[src/rtl/dma_seq_pkg.sv]
package dma_seq_pkg;

  typedef enum logic [1:0] {
    SQ_IDLE  = 2'd0,
    SQ_ARMED = 2'd1,
    SQ_RUN   = 2'd2
  } sq_state_t;

  localparam int LANES    = 2;
  localparam int LANE_SRC = 0;
  localparam int LANE_DST = 1;

  localparam logic [2:0] SZ_BURST = 3'b101;

  // codes 110 and 111 have no meaning
  function automatic logic size_reserved(input logic [2:0] code);
    return code[2] & code[1];
  endfunction

endpackage

[src/rtl/dma_size_decode.sv]
module dma_size_decode (
  input  logic [2:0] code,
  output logic [3:0] unit_bytes,
  output logic       burst
);
  import dma_seq_pkg::*;

  always_comb begin
    unit_bytes = 4'd0;
    burst      = 1'b0;
    case (code)
      3'b000:   unit_bytes = 4'd1;
      3'b001:   unit_bytes = 4'd2;
      3'b010:   unit_bytes = 4'd4;
      3'b011:   unit_bytes = 4'd8;
      3'b100:   unit_bytes = 4'd4;
      SZ_BURST: begin
        unit_bytes = 4'd8;   // per beat, four beats per unit
        burst      = 1'b1;
      end
      default:  unit_bytes = 4'd0;
    endcase
  end
endmodule

[src/rtl/dma_addr_wrap.sv]
module dma_addr_wrap #(
  parameter int AW = 32,
  parameter int MW = 5
) (
  input  logic [AW-1:0] cur,
  input  logic [AW-1:0] step,
  input  logic [MW-1:0] mod,
  output logic [AW-1:0] nxt
);
  logic [AW-1:0] sum;
  logic [AW-1:0] frozen;

  assign sum    = cur + step;
  // bits at and above 'mod' are taken from the address before the add
  assign frozen = (mod == '0) ? '0 : ({AW{1'b1}} << mod);
  assign nxt    = (cur & frozen) | (sum & ~frozen);
endmodule

[src/rtl/dma_addr_seq.sv]
module dma_addr_seq
  import dma_seq_pkg::*;
#(
  parameter int AW = 32,
  parameter int OW = 16,
  parameter int MW = 5,
  parameter int CW = 16
) (
  input  logic          clk,
  input  logic          rst_n,
  input  logic          cfg_load,
  input  logic [AW-1:0] cfg_saddr,
  input  logic [AW-1:0] cfg_daddr,
  input  logic [OW-1:0] cfg_soff,
  input  logic [OW-1:0] cfg_doff,
  input  logic [MW-1:0] cfg_smod,
  input  logic [MW-1:0] cfg_dmod,
  input  logic [2:0]    cfg_ssize,
  input  logic [2:0]    cfg_dsize,
  input  logic [AW-1:0] cfg_nbytes,
  input  logic [CW-1:0] cfg_major,
  input  logic [AW-1:0] cfg_slast,
  input  logic          svc_req,
  output logic          beat_valid,
  input  logic          beat_ready,
  output logic [AW-1:0] beat_saddr,
  output logic [AW-1:0] beat_daddr,
  output logic [2:0]    beat_ssize,
  output logic [2:0]    beat_dsize,
  output logic          beat_last,
  output logic          minor_done,
  output logic          major_done,
  output logic          cfg_err,
  output logic [AW-1:0] saved_saddr,
  output logic [AW-1:0] saved_daddr,
  output logic [CW-1:0] major_left
);

  localparam int RW       = AW + 1;   // holds 2^AW for a zero count
  localparam int SUBW     = 2;
  localparam int SUB_LAST = 3;
  localparam int SUB_SH   = 3;        // 8-byte steps inside a burst

  sq_state_t st_q;

  logic [LANES-1:0][AW-1:0] base_q;
  logic [LANES-1:0][AW-1:0] saved_q;
  logic [LANES-1:0][AW-1:0] beat_addr;
  logic [LANES-1:0][AW-1:0] next_base;
  logic [LANES-1:0][OW-1:0] off_q;
  logic [LANES-1:0][MW-1:0] mod_q;
  logic [LANES-1:0][2:0]    size_q;

  logic [RW-1:0]   rem_q;
  logic [SUBW-1:0] sub_q;
  logic [CW-1:0]   major_q;
  logic [CW-1:0]   major_dec;
  logic [AW-1:0]   slast_q;
  logic [AW-1:0]   nbytes_q;
  logic [AW-1:0]   src_end;
  logic            err_q;
  logic            minor_q;
  logic            majdone_q;

  logic [3:0] src_bytes;
  logic       src_burst;
  logic       last_beat;
  logic       unit_end;
  logic       load_bad;

  dma_size_decode u_src_size (
    .code       (size_q[LANE_SRC]),
    .unit_bytes (src_bytes),
    .burst      (src_burst)
  );

  generate
    for (genvar i = 0; i < LANES; i++) begin : g_lane
      logic [AW-1:0] sub_step;
      logic [AW-1:0] off_ext;

      assign sub_step = src_burst ? AW'({sub_q, {SUB_SH{1'b0}}}) : '0;
      assign off_ext  = {{(AW-OW){off_q[i][OW-1]}}, off_q[i]};

      dma_addr_wrap #(.AW(AW), .MW(MW)) u_beat (
        .cur  (base_q[i]),
        .step (sub_step),
        .mod  (mod_q[i]),
        .nxt  (beat_addr[i])
      );

      dma_addr_wrap #(.AW(AW), .MW(MW)) u_next (
        .cur  (base_q[i]),
        .step (off_ext),
        .mod  (mod_q[i]),
        .nxt  (next_base[i])
      );
    end
  endgenerate

  assign last_beat = rem_q <= RW'(src_bytes);
  assign unit_end  = !src_burst || (sub_q == SUBW'(SUB_LAST)) || last_beat;
  assign major_dec = major_q - CW'(1);
  assign src_end   = next_base[LANE_SRC] + ((major_dec == '0) ? slast_q : '0);
  assign load_bad  = size_reserved(cfg_ssize) | size_reserved(cfg_dsize)
                   | (cfg_major == '0);

  always_ff @(posedge clk) begin
    if (!rst_n) begin
      st_q      <= SQ_IDLE;
      base_q    <= '0;
      saved_q   <= '0;
      off_q     <= '0;
      mod_q     <= '0;
      size_q    <= '0;
      rem_q     <= '0;
      sub_q     <= '0;
      major_q   <= '0;
      slast_q   <= '0;
      nbytes_q  <= '0;
      err_q     <= 1'b0;
      minor_q   <= 1'b0;
      majdone_q <= 1'b0;
    end else begin
      minor_q   <= 1'b0;
      majdone_q <= 1'b0;
      case (st_q)
        SQ_RUN: begin
          if (beat_ready) begin
            rem_q <= rem_q - RW'(src_bytes);
            if (unit_end) begin
              sub_q  <= '0;
              base_q <= next_base;
            end else begin
              sub_q <= sub_q + SUBW'(1);
            end
            if (last_beat) begin
              saved_q[LANE_SRC] <= src_end;
              saved_q[LANE_DST] <= next_base[LANE_DST];
              major_q           <= major_dec;
              minor_q           <= 1'b1;
              majdone_q         <= (major_dec == '0);
              st_q              <= (major_dec == '0) ? SQ_IDLE : SQ_ARMED;
            end
          end
        end
        default: begin
          if (cfg_load) begin
            saved_q[LANE_SRC] <= cfg_saddr;
            saved_q[LANE_DST] <= cfg_daddr;
            off_q[LANE_SRC]   <= cfg_soff;
            off_q[LANE_DST]   <= cfg_doff;
            mod_q[LANE_SRC]   <= cfg_smod;
            mod_q[LANE_DST]   <= cfg_dmod;
            size_q[LANE_SRC]  <= cfg_ssize;
            size_q[LANE_DST]  <= cfg_dsize;
            nbytes_q          <= cfg_nbytes;
            slast_q           <= cfg_slast;
            major_q           <= cfg_major;
            err_q             <= load_bad;
            st_q              <= load_bad ? SQ_IDLE : SQ_ARMED;
          end else if (st_q == SQ_ARMED && svc_req) begin
            base_q <= saved_q;
            rem_q  <= (nbytes_q == '0) ? {1'b1, {AW{1'b0}}} : {1'b0, nbytes_q};
            sub_q  <= '0;
            st_q   <= SQ_RUN;
          end
        end
      endcase
    end
  end

  assign beat_valid  = (st_q == SQ_RUN);
  assign beat_saddr  = beat_addr[LANE_SRC];
  assign beat_daddr  = beat_addr[LANE_DST];
  assign beat_ssize  = size_q[LANE_SRC];
  assign beat_dsize  = size_q[LANE_DST];
  assign beat_last   = beat_valid && last_beat;
  assign minor_done  = minor_q;
  assign major_done  = majdone_q;
  assign cfg_err     = err_q;
  assign saved_saddr = saved_q[LANE_SRC];
  assign saved_daddr = saved_q[LANE_DST];
  assign major_left  = major_q;

endmodule

[config.mk]
export PLATFORM = sky130hd
export DESIGN_NAME = dma_addr_seq
export DESIGN_NICKNAME = d
export VERILOG_FILES = /design/src/rtl/dma_seq_pkg.sv /design/src/rtl/dma_size_decode.sv /design/src/rtl/dma_addr_wrap.sv /design/src/rtl/dma_addr_seq.sv
export SDC_FILE = /design/constraint.sdc
export NUM_CORES = 1
export LEC_CHECK = 0
export BUFFER_PORTS_ARGS = -buffer_cell sky130_fd_sc_hd__buf_4
export CORE_UTILIZATION = 53
export CTS_BUF_LIST = sky130_fd_sc_hd__clkbuf_8
export DETAILED_ROUTE_END_ITERATION = 6
export GPL_TIMING_DRIVEN = 0
export PLACE_DENSITY = 0.79
export SLEW_MARGIN = 40
export SYNTH_ARGS = -nofsm -noshare
export SYNTH_HDL_FRONTEND = slang
export SYNTH_SLANG_ARGS = --single-unit
export TNS_END_PERCENT = 20
[constraint.sdc]
create_clock -name clk -period 5.1 [get_ports clk]
set_input_delay 0.255 -clock clk [delete_from_list [all_inputs] [get_ports clk]]
set_output_delay 0.255 -clock clk [all_outputs]
set_load 0.02 [all_outputs]
==> metrics.json <==
{
  "drv_cap": 0,
  "critical-path-slowest-cell": "sky130_fd_sc_hd__or4_1",
  "worst_r2r_path_depth": 23,
  "cpPeakStageDelay_ns": 0.56,
  "ys_ff_latch": 296,
  "die_h_um": 196,
  "numCtsBuffers": 52,
  "asr_flop_ratio_synth_pct": 0,
  "power_density_mw_per_mm2": 252,
  "initial_core_util_pct": 54.1,
  "cts.root.buffer_cell": "sky130_fd_sc_hd__clkbuf_8",
  "fin_worst_hold_slack_ns": 0.00869,
  "rr_startpoint": "base_q[0]$_SDFFE_PN0P_",
  "core_region_area_mm2": 0.0368,
  "period_share_pct": 99.7,
  "globalRouteTotalUtil_pct": 49.9,
  "yosysTopAreaCellShare_pct": 29.8,
  "worst_setup_path_startpoint": "beat_ssize[0]$_SDFFE_PN0P_",
  "largest_area_contributor_in_the_netlist": "sky130_fd_sc_hd__dfxtp_1",
  "cpLargestDelayFamily": "simple AND/OR/NAND/NOR gates",
  "place_area_mm2": 0.0232,
  "util_after_layout_pct": 72.6,
  "placed_cells": 3579,
  "rsz0062_at_grt": "yes",
  "timing.hold.worst_path_depth": 4,
  "hold_viol": 0,
  "grt_remaining_overflow": 0,
  "worst-path-stages": 12,
  "worst_setup_hold_path_clk_slew_ns": 0.07,
  "detail_route.wirelength_um": 100000,
  "crit-reg2reg-capture": "saved_saddr[31]$_SDFFE_PN0P_",
  "setup-violations-final": 0,
  "placement.setup.worst_slack_ns": -0.970,
  "routed_via_density": 6.62,
  "worst_skew_pair.late_latency_ns": 0.73,
  "largest_clock_skew_in_the_final_design_ns": 0.0725,
  "synth_cells": 2760,
  "status": "completed",
  "data_arrival_critical_path_ns": 4.83,
  "post-route-worst-setup-slack_ns": 0.0172,
  "grt_antenna_before_repair": 5,
  "layout-area-overhead-vs-synth_pct": 34.1,
  "timing.critical_path.buf_inv": 2,
  "cp-start-kind": "flop",
  "drc_errors": 0,
  "shortest_clock_period_the_worst_path_allows_after_layout_ns": 5.08,
  "avgRoutedWirePerCell_um": 25.7,
  "criticalPathCategory": "flop to output port",
  "layout.nets": 3689,
  "number_of_pins_with_negative_max_slew_slack_in_the_final_report": 0,
  "chipWidth_um": 196,
  "nets_in_the_synthesized_netlist": 3067,
  "post_synth_most_frequent_cells": "sky130_fd_sc_hd__nand2_1, sky130_fd_sc_hd__a21oi_1, sky130_fd_sc_hd__dfxtp_1",
  "synth.yosys.warnings": 0,
  "design.die.area_mm2": 0.0384,
  "detailroute.via_count": 25773,
  "io_buffers": 351,
  "layout.cells.non_filler": 3893,
  "largest_net_degree_at_the_start_of_global_routing": 24,
  "ir_drop_v": 0.000346,
  "drt_iter0_markers": 3786,
  "r2r_slack_ns": 0.02,
  "endpoint": "beat_saddr[27]",
  "synth_top_cells_by_area": "sky130_fd_sc_hd__dfxtp_1, sky130_fd_sc_hd__nand2_1, sky130_fd_sc_hd__a21oi_1",
  "yosys.cell_count.top_type": "sky130_fd_sc_hd__nand2_1",
  "drt_first_pass_iters": 7,
  "synth_sequential_area_ratio_pct": 29.8,
  "ant_nets": 0,
  "first_pass_grt_wire_length_um": 145000,
  "worst_pin_slew_ns": 1.00,
  "cts_tree": "built",
  "synth.distinct_cells": 81,
  "synth_edf_count": 0,
  "layout-drive-gt1-share_pct": 17.3,
  "cts-htree-levels": 2,
  "crit_path_end_kind": "output port",
  "syn-mean-instance-area_um2": 7.22,
  "rows": 70,
  "cts_num_sinks": 296,
  "cts.path.max_buffers": 3,
  "detailed_place_hpwl_um": 69500,
  "timing.slew.headroom_pct": 33.2,
  "critical_path.max_fanout": 7,
  "first_global_vias": 24512,
  "final_cell_area_mm2": 0.0267,
  "io_pins": 352,
  "holdCritPathClass": "input pin to flop",
  "post_synth_instance_area_mm2": 0.0199,
  "cp_cell_sequence": "and3b_1, and2_1, ha_1, inv_1, fa_1, or4_1, or2_2, nor2_2, nand3_1, nor3_1, xor2_1, buf_4",
  "achievable-frequency_ghz": 0.197,
  "p_leak_nw": 11.5,
  "globalplace.congestion": 1.04,
  "required_ns": 4.85,
  "dominantRegCellSynth": "sky130_fd_sc_hd__dfxtp_1"
}
## logic make-up after synthesis
logic type | after synthesis | share of synthesized area (%)
and+or+nand+nor | 1116 | 25.1
AOI/OAI and AO/OA | 845 | 25.8
DFF | 296 | 29.8
buffers and inverters | 216 | 4.19
xor gates and xnor gates | 149 | 6.55
adders and majority gates | 110 | 7.14
muxes | 28 | 1.49
## worst reg2reg max path: stages, from the launching register on
cell	delay [ns]
sky130_fd_sc_hd__dfxtp_2	0.38
sky130_fd_sc_hd__ha_2	0.24
sky130_fd_sc_hd__fa_2	0.35
sky130_fd_sc_hd__a21o_1	0.22
sky130_fd_sc_hd__a21oi_4	0.18
sky130_fd_sc_hd__o21ai_2	0.10
sky130_fd_sc_hd__a22oi_2	0.20
sky130_fd_sc_hd__o211ai_1	0.17
sky130_fd_sc_hd__a21oi_2	0.21
sky130_fd_sc_hd__o21bai_1	0.10
sky130_fd_sc_hd__a21oi_2	0.15
sky130_fd_sc_hd__xnor2_1	0.08
sky130_fd_sc_hd__mux2_4	0.31
sky130_fd_sc_hd__ha_4	0.28
sky130_fd_sc_hd__a21o_1	0.21
sky130_fd_sc_hd__a21o_1	0.18
sky130_fd_sc_hd__a221o_1	0.35
sky130_fd_sc_hd__a31oi_4	0.20
sky130_fd_sc_hd__o21ai_2	0.11
sky130_fd_sc_hd__a31oi_2	0.22
sky130_fd_sc_hd__nor2_1	0.07
sky130_fd_sc_hd__o211a_1	0.27
sky130_fd_sc_hd__o2111ai_1	0.23
sky130_fd_sc_hd__o311ai_1	0.13
## metal layers
metal / up-vias / routed length, um / GRT usage, %
met5: - / 30 / 0
met4: 4 / 7830 / 33.7
met3: 583 / 14700 / 15.6
met2: 2203 / 41900 / 75.8
met1: 11902 / 35700 / 60.5
li1: 11081 / - / -
## per-stage QoR
step           total power [W]  TNS (ns)
2_1_floorplan          0.00339         0
3_3_place_gp           0.00397    -14.35
3_5_place_dp           0.00400    -10.07
4_1_cts                0.00653         0
5_1_grt                0.00687    -0.358
6_report               0.00674         0
## worst min-delay path by stage
| stage | start | end | slack [ns] |
|---|---|---|---|
| 3_3_place_gp | slast_q[16]$_SDFFE_PN0P_ | slast_q[16]$_SDFFE_PN0P_ | 0.44 |
| 5_1_grt | cfg_saddr[31] | saved_saddr[31]$_SDFFE_PN0P_ | 0.02 |
| 2_1_floorplan | cfg_slast[0] | slast_q[0]$_SDFFE_PN0P_ | 0.39 |
| 3_5_place_dp | slast_q[14]$_SDFFE_PN0P_ | slast_q[14]$_SDFFE_PN0P_ | 0.44 |
| 4_1_cts | cfg_daddr[24] | saved_daddr[24]$_SDFFE_PN0P_ | 0.004 |
| 6_report | cfg_saddr[31] | saved_saddr[31]$_SDFFE_PN0P_ | 0.009 |
## layout by cell type, fill, tap and decap left out, drive strengths merged, types with 47 or more instances in the layout
cell,n
nor3,78
dfxtp,296
a21o,50
o21ai,180
nand2,477
nor2,273
xor2,61
clkbuf,208
inv,65
nand3,68
ha,104
a21oi,356
buf,405
dlygate4sd3,187
and2,47
xnor2,88
## area by class of cell
| class | count | area (um^2) |
|---|---|---|
| Sequential cell | 296 | 5940 |
| Multi-Input combinational cell | 2248 | 13400 |
| Fill cell | 2782 | 10100 |
| Inverter | 51 | 191 |
| Buffer | 162 | 671 |
| Clock buffer | 67 | 922 |
| Clock inverter | 27 | 216 |
| Timing Repair Buffer | 571 | 4750 |
| Antenna cell | 3 | 7.51 |
| Tap cell | 468 | 586 |
## flip-flops by register name, summed over array words and instances (netlist names)
name / count
sub_q: 2
rem_q: 33
st_q: 2
nbytes_q: 32
minor_done: 1
g_lane.off_ext: 32
slast_q: 32
beat_dsize: 3
beat_ssize: 3
saved_saddr: 32
mod_q: 10
major_done: 1
base_q: 64
major_left: 16
cfg_err: 1
saved_daddr: 32
## timing repair
| item | CTS | global route |
|---|---|---|
| setup endpoints to repair | 21 | 16 |
| hold buffers | 187 | 0 |
| buffers inserted | 12 | 21 |
| endpoints found under the hold margin | 185 | 0 |
| gates resized for setup | 33 | 41 |
| pin swaps | 9 | 23 |
## report_power, final
part | internal (W) | switching [W] | total, W | leakage, nW
clock | 0.00134 | 0.00116 | 0.00250 | 0.643
combinational | 0.000631 | 0.00103 | 0.00166 | 8.42
sequential | 0.00243 | 0.000151 | 0.00258 | 2.43
total | 0.00440 | 0.00234 | 0.00674 | 11.5
Power figures use the tool's default switching activity.
